===== config.mk =====
export PLATFORM = sky130hd
export DESIGN_NAME = smbus_lowclk_monitor
export DESIGN_NICKNAME = d
export VERILOG_FILES = /design/src/rtl/smbto_pkg.sv /design/src/rtl/smbto_qualify.sv /design/src/rtl/smbto_counter.sv /design/src/rtl/smbto_status.sv /design/src/rtl/smbus_lowclk_monitor.sv
export SDC_FILE = /design/constraint.sdc
export NUM_CORES = 1
export LEC_CHECK = 0
export ABC_AREA = 0
export BUFFER_PORTS_ARGS = -buffer_cell sky130_fd_sc_hd__buf_2
export CORE_AREA = 3 3 51 53
export DETAILED_ROUTE_END_ITERATION = 10
export DIE_AREA = 0 0 54 56
export GPL_TIMING_DRIVEN = 0
export SYNTH_ARGS = -nofsm -noshare
export SYNTH_HDL_FRONTEND = slang
export SYNTH_SLANG_ARGS = --single-unit

===== constraint.sdc =====
create_clock -name clk -period 1.9 [get_ports clk]
set_input_delay 0.19 -clock clk [delete_from_list [all_inputs] [get_ports clk]]
set_output_delay 0.19 -clock clk [all_outputs]
set_load 0.005 [all_outputs]

===== src/rtl/smbto_pkg.sv =====
// Shared helpers for the clock-low timeout monitor.
// Assumes: limits are positive integers.
package smbto_pkg;
    // Width needed to hold the values 0..lim.
    function automatic int cnt_bits(input int lim);
        return (lim < 2) ? 1 : $clog2(lim + 1);
    endfunction
endpackage


===== src/rtl/smbto_qualify.sv =====
// Decides whether the low-time counter may run in this cycle.
// Assumes: every input is already synchronous to clk.
module smbto_qualify (
    input  logic scl_sync,
    input  logic slv_en,
    input  logic smb_mode,
    input  logic bus_idle,
    output logic run
);
    // All four gating conditions must hold for the count to advance.
    always_comb begin
        run = slv_en && smb_mode && !bus_idle && !scl_sync;
    end
endmodule


===== src/rtl/smbto_counter.sv =====
// Counts consecutive qualified cycles, saturating at LIMIT.
// It reports 'hit' in the one cycle that takes the count onto LIMIT.
// Assumes: LIMIT >= 1.
module smbto_counter #(
    parameter int LIMIT = 120000,
    parameter int CW    = smbto_pkg::cnt_bits(LIMIT)
) (
    input  logic          clk,
    input  logic          rst_n,
    input  logic          run,
    output logic [CW-1:0] cnt,
    output logic          hit
);
    localparam logic [CW-1:0] LIM_V = CW'(LIMIT);
    localparam logic [CW-1:0] PRE_V = CW'(LIMIT - 1);

    // Detect the cycle in which the count will reach the limit.
    always_comb begin
        hit = run && (cnt == PRE_V);
    end

    // Advance while qualified, hold at the limit, clear otherwise.
    always_ff @(posedge clk) begin
        if (!rst_n) begin
            cnt <= '0;
        end else if (!run) begin
            cnt <= '0;
        end else if (cnt != LIM_V) begin
            cnt <= cnt + 1'b1;
        end
    end
endmodule


===== src/rtl/smbto_status.sv =====
// Holds the sticky timeout flag and produces the interrupt pulse.
// Assumes: 'hit' is high for at most one cycle per low period.
module smbto_status (
    input  logic clk,
    input  logic rst_n,
    input  logic hit,
    input  logic slv_en,
    input  logic flag_clr,
    input  logic irq_en,
    output logic to_flag,
    output logic to_irq
);
    // Sticky flag: a set wins over a clear; clear on the strobe or on disable.
    always_ff @(posedge clk) begin
        if (!rst_n) begin
            to_flag <= 1'b0;
        end else if (hit) begin
            to_flag <= 1'b1;
        end else if (flag_clr || !slv_en) begin
            to_flag <= 1'b0;
        end
    end

    // Interrupt pulse, aligned with the edge that sets the flag.
    always_ff @(posedge clk) begin
        if (!rst_n) begin
            to_irq <= 1'b0;
        end else begin
            to_irq <= hit && irq_en;
        end
    end
endmodule


===== src/rtl/smbus_lowclk_monitor.sv =====
// Top of the SMBus clock-low timeout monitor.
// It times continuous low clock while the slave is busy in SMBus mode, and
// flags a timeout when the time reaches LIMIT cycles.
// Assumes: scl_sync is already synchronised; synchronous active-low reset.
module smbus_lowclk_monitor #(
    parameter int LIMIT = 120000
) (
    input  logic clk,
    input  logic rst_n,
    input  logic scl_sync,
    input  logic slv_en,
    input  logic smb_mode,
    input  logic bus_idle,
    input  logic irq_en,
    input  logic flag_clr,
    output logic to_flag,
    output logic to_irq
);
    localparam int CW = smbto_pkg::cnt_bits(LIMIT);

    logic          run;
    logic          hit;
    logic [CW-1:0] cnt;

    smbto_qualify u_qual (
        .scl_sync (scl_sync),
        .slv_en   (slv_en),
        .smb_mode (smb_mode),
        .bus_idle (bus_idle),
        .run      (run)
    );

    smbto_counter #(.LIMIT(LIMIT), .CW(CW)) u_cnt (
        .clk   (clk),
        .rst_n (rst_n),
        .run   (run),
        .cnt   (cnt),
        .hit   (hit)
    );

    smbto_status u_stat (
        .clk      (clk),
        .rst_n    (rst_n),
        .hit      (hit),
        .slv_en   (slv_en),
        .flag_clr (flag_clr),
        .irq_en   (irq_en),
        .to_flag  (to_flag),
        .to_irq   (to_irq)
    );
endmodule


==> impl_metrics.yaml, run 1 <==
outcome:
  status: "finished clean"
floorplanning:
  die_h_um: 56
  start_util_pct: 43.7
  placeableCoreArea_mm2: 0.00219
  io_pins: 10
  design.die.area_mm2: 0.00302
  num_rows: 17
  die_w_um: 54
min_path:
  hp-class: "input pin to flop"
  holdPathEnd: "u_stat.to_irq"
  hp-start: "irq_en"
  hold_depth: 3
worst_setup_path:
  slowest_stage: "or4_1"
  critPathCaptureType: "flop"
  r2r_cells: 4
  r2r_end: "u_cnt.cnt[16]"
  slowest_delay_ns: 0.50
  start_kind: "flop"
  worst-r2r-setup-slack_ns: 0.34
  worstPathArrival_ns: 1.80
  crit_family: "simple AND/OR/NAND/NOR gates"
  worstPathCellList: "ha_1 > nand3_4 > or4_1 > a21oi_1"
  r2r_start: "u_cnt.cnt[0]"
  critPathMaxFanout: 5
  path_class: "flop to flop"
  critPathBufInv: 0
  critPathRequiredTime_ns: 2.13
sta:
  slew_violations: 0
  finalCriticalPeriod_ns: 1.56
  setup_viol: 0
  rsz0062_at_grt: "no"
  clock.fmax_ghz: 0.640
  relSlewSlack_pct: 69.6
  period_share_pct: 82.3
  finalSetupTns_ns: 0
  skew_ns: 0.00333
  worst_pin_slew_ns: 0.456
  hold_viol_final: 0
layout:
  drive_above_1_share_pct: 13.4
  final_cells: 155
  n_antenna_cell: 0
  multi_input_area_um2: 546
  fillers: 227
  num-nets-final: 138
  synthToLayoutAreaGrowth_pct: 11.2
  register_area_um2: 380
route:
  route.detailed.drc: 0
  drt_first_iter_violations: 27
  drt_wl_total_um: 1980
  dr.pass1.iters: 4
  wl_per_cell_um: 12.8
  via_per_inst: 5.61
  ant_nets: 0
  routed-via-count: 870
global_routing:
  grt_pass1_vias: 780
  grt_max_degree: 12
  antenna_found_initial: 0
  gr-total-overflow: 0
  grt_pass1_wl_um: 3280
  grt_use_total_pct: 14.5
yosys:
  synth-seq-cells: 19
  ys_warn_count: 0
  syn_nets: 124
  yosysMostFrequentCell: "dfxtp_1"
  synth_edf_count: 0
  yosysTopAreaCellShare_pct: 39.7
  syn_area_um2: 957
  syn_inst: 114
  synth_area_leader_cell: "dfxtp_1"
  synth_seq_area_share_pct: 39.7
  ys_types: 30
  postSynthAreaPerCell_um2: 8.40
  synth.area.top_cells: "dfxtp_1 40%, nor2_1 5.5%, xnor2_1 5.5%"
  synth-main-ff-cell: "dfxtp_1"
  synth_common_cells: "19 x dfxtp_1, 14 x nor2_1, 8 x nand2_1, 8 x nand4_1"
  async_flop_share_pct: 0
cts:
  cts_buffers: 3
  postCtsHoldBufs: 0
  cts_setup_buffers: 0
  clock_path_buffers: 2
  clock_sinks: 19
  clkTransAtPathRegs_ns: 0.11
  cts-root-buf: "clkbuf_4"
  cts_max_level: 1
  cts_tree: "done"
  postCtsResizedCells: 0
  clock_latency_ns: 0.29
place:
  placedCellCount: 151
  portBuffers: 9
  gp_congestion: 0.839
  dp_hpwl_um: 1500
power:
  leakagePower_nw: 0.349
  powerDensity_mw_per_mm2: 580
  vdd_drop_max_uv: 268
job:
  max_cap_violations: 0
[kinds of logic (layout without fill, tap and decap cells)]
kind of cell             Yosys count  after routing  synth area share, %
AO/OA/AOI/OAI                     12             12                 7.45
XOR/XNOR                          10             10                 9.15
adder cells (fa/ha/maj)            2              2                 2.61
buffers and inverters              8             21                 3.27
flip-flops                        19             19                 39.7
AND/OR/NAND/NOR                   63             63                 37.8
[area by class of cell]
class | count | share of cell area [%]
Timing Repair Buffer | 9 | 4.23
Inverter | 5 | 1.76
Multi-Input combinational cell | 87 | 51.2
Clock inverter | 1 | 0.470
Buffer | 3 | 1.18
Sequential cell | 19 | 35.7
Clock buffer | 3 | 2.12
Tap cell | 28 | 3.29
[flip-flops by register name, summed over array words and instances (netlist names)]
name / flops
u_cnt.cnt: 17
u_stat.to_flag: 1
u_stat.to_irq: 1
[power by group]
group / internal, W / switching, W
Combinational: 0.00000710 / 0.00000634
Clock: 0.0000783 / 0.000126
Sequential: 0.000398 / 0.000000459
[worst reg2reg max path, stage by stage (launching register included)]
cell	delay, ns
dfxtp_1	0.41
ha_1	0.33
nand3_4	0.11
or4_1	0.50
a21oi_1	0.14
[stage by stage]
stage / util [%] / hold slack (ns) / instance area [um^2] / total power (W) / setup WS [ns]
global route: 48.6 / 0.0914 / 1060 / 0.000652 / 0.184
global placement: 47.3 / 0.411 / 1040 / 0.000421 / 0.370
CTS: 48.6 / 0.0953 / 1060 / 0.000630 / 0.328
finish: 48.6 / 0.104 / 1060 / 0.000617 / 0.336
floorplan: - / 0.302 / 957 / 0.000412 / 0.501
detailed placement: 47.3 / 0.422 / 1040 / 0.000422 / 0.323
[cell usage in the layout, fill, tap and decap left out, drive strengths merged, types with 3 or more instances in the layout]
master,n
nand3,7
xnor2,6
nor3,5
and3,4
o21ai,3
nor2,14
xor2,4
and2,3
clkbuf,5
inv,5
a21oi,5
nor4,3
buf,10
dfxtp,19
nand2,8
nand4,9
[metal layers]
metal  share of wire [%]  track usage, %
met3                 6.7            2.68
met1                  45            19.7
met4                0.91            7.12
met5                   0               0
met2                  47            21.3
[how the worst max path moves through the flow]
stage / start / end / slack (ns) / depth (start not counted)
finish: u_cnt.cnt[0] / u_cnt.cnt[16] / 0.34 / 4
floorplan: u_cnt.cnt[0] / u_cnt.cnt[16] / 0.50 / 4
global route: u_cnt.cnt[1] / u_cnt.cnt[16] / 0.18 / 4
detailed placement: bus_idle / u_cnt.cnt[15] / 0.32 / 6
global placement: bus_idle / u_cnt.cnt[15] / 0.37 / 6
CTS: u_cnt.cnt[0] / u_cnt.cnt[16] / 0.33 / 4
Power figures use the tool's default switching activity.
==> run 2: changes to the inputs <==
==> constraint.sdc (replaced) <==
create_clock -name clk -period 1.6 [get_ports clk]
set_input_delay 0.16 -clock clk [delete_from_list [all_inputs] [get_ports clk]]
set_output_delay 0.16 -clock clk [all_outputs]
set_load 0.005 [all_outputs]
==> impl_metrics.yaml, run 2 (same netlist as run 1, synthesis figures left out) <==
worst_setup_path:
  worstPathArrival_ns: 1.67
  critPathMaxFanout: 5
  start_kind: "flop"
  critPathRequiredTime_ns: 1.83
  worst-r2r-setup-slack_ns: 0.16
  path_class: "flop to flop"
  r2r_end: "u_cnt.cnt[16]"
  critPathCaptureType: "flop"
  r2r_start: "u_cnt.cnt[0]"
  r2r_cells: 4
sta:
  setup_viol: 0
  worst_pin_slew_ns: 0.444
  hold_ws_ns: 0.0742
  finalSetupTns_ns: 0
  finalCriticalPeriod_ns: 1.44
  period_share_pct: 90.0
  rsz0062_at_grt: "no"
  hold_viol_final: 0
  clock.fmax_ghz: 0.694
  relSlewSlack_pct: 70.4
  slew_violations: 0
  setup_ws_ns: 0.160
  skew_ns: 0.00328
cts:
  clkTransAtPathRegs_ns: 0.11
  cts_max_level: 1
  cts-root-buf: "clkbuf_4"
  cts_buffers: 3
  cts_setup_buffers: 0
  clock_sinks: 19
  postCtsHoldBufs: 0
  clock_path_buffers: 2
  clock_latency_ns: 0.29
  cts_tree: "done"
floorplanning:
  die_w_um: 54
  io_pins: 10
  die_h_um: 56
  placeableCoreArea_mm2: 0.00219
  design.die.area_mm2: 0.00302
  start_util_pct: 43.7
  num_rows: 17
place:
  placedCellCount: 151
  gp_congestion: 0.839
  portBuffers: 9
  pre_cts_ws_ns: 0.0535
  dp_hpwl_um: 1500
min_path:
  holdPathEnd: "u_stat.to_irq"
  hold_depth: 3
  hp-start: "irq_en"
  hp-class: "input pin to flop"
power:
  vdd_drop_max_uv: 317
  power.net_switching_w: 0.000158
  leakagePower_nw: 0.351
  powerDensity_mw_per_mm2: 678
  p_clk_share_pct: 33.1
  power_frac_seq_pct: 64.7
  intPower_w: 0.000574
  power_frac_comb_pct: 2.2
  swShare_pct: 21.6
route:
  wl_per_cell_um: 12.7
  dr.pass1.iters: 4
  drt_first_iter_violations: 27
  ant_nets: 0
  route.detailed.drc: 0
  via_per_inst: 5.55
  drt_wl_total_um: 1970
  routed-via-count: 861
global_routing:
  grt_pass1_vias: 780
  antenna_found_initial: 0
  grt_pass1_wl_um: 3280
  gr-total-overflow: 0
  grt_max_degree: 12
  grt_use_total_pct: 14.5
layout:
  synthToLayoutAreaGrowth_pct: 12.8
  fillers: 232
  n_antenna_cell: 0
  register_area_um2: 393
  final_util_pct: 49.3
  drive_above_1_share_pct: 22.0
  largest_register_ffs: 17
  final_cell_mix: "14 x nor2_1, 10 x buf_2, 10 x dfxtp_2, 9 x dfxtp_1"
  regMostFlops: "u_cnt.cnt"
  mostFrequentLayoutCell: "nor2_1"
  final_cells: 155
  multi_input_area_um2: 548
  top_regs: "u_cnt.cnt (17), u_stat.to_flag (1), u_stat.to_irq (1)"
  num-nets-final: 138
outcome:
  status: "finished clean"
job:
  max_cap_violations: 0
==> run 2: cell counts in the layout (fill, tap and decap cells not counted) <==
No cell type changed its count.
==> run 2: through the flow <==
stage	power (W)	instance area (um^2)
after floorplan	0.000490	957
after global placement	0.000500	1040
after detailed placement	0.000501	1040
after CTS	0.000748	1060
after global routing	0.000774	1080
final	0.000732	1080
==> run 2: worst max-delay path, stage by stage (launching register included) <==
cell	delay, ns
dfxtp_2	0.38
ha_2	0.26
nand3_4	0.10
or4_1	0.50
a21oi_1	0.14
==> run 2: cell type report <==
| cell class | count | area share [%] |
|---|---|---|
| sequential | 19 | 36.4 |
| multi-input combinational | 87 | 50.8 |
| timing repair buffer | 9 | 4.17 |
| clock buffer | 3 | 2.09 |
| clock inverter | 1 | 0.463 |
| inverter | 5 | 1.74 |
| buffer | 3 | 1.16 |
| tap | 28 | 3.24 |
==> run 2: worst max path at each step <==
| stage | start | to | depth (start not counted) |
|---|---|---|---|
| after detailed placement | bus_idle | u_cnt.cnt[15] | 6 |
| after global placement | u_cnt.cnt[0] | u_cnt.cnt[12] | 5 |
| after floorplan | u_cnt.cnt[0] | u_cnt.cnt[16] | 4 |
| final | u_cnt.cnt[0] | u_cnt.cnt[16] | 4 |
| after global routing | u_cnt.cnt[8] | u_cnt.cnt[16] | 4 |
| after CTS | u_cnt.cnt[0] | u_cnt.cnt[16] | 4 |
==> run 2: power by group through the flow <==
stage | Clock, W | Combinational, W | Sequential [W]
6_report | 0.000243 | 0.0000159 | 0.000473
5_1_grt | 0.000282 | 0.0000175 | 0.000474
4_1_cts | 0.000258 | 0.0000161 | 0.000474
3_5_place_dp | 0 | 0.0000160 | 0.000485
3_3_place_gp | 0 | 0.0000151 | 0.000485
2_1_floorplan | 0 | 0.00000523 | 0.000484
==> run 2: what timing repair did <==
action	in CTS	in global routing
gates resized for setup	0	11
setup endpoints to repair	0	3
endpoints found under the hold margin	0	0
==> run 2: per-layer routing <==
layer | routed length [um] | up-vias | GRT usage (%)
met5 | 0 | - | 0
met4 | 18 | 0 | 7.12
met3 | 143 | 2 | 2.68
met2 | 908 | 32 | 21.3
met1 | 901 | 392 | 19.7
li1 | - | 435 | -
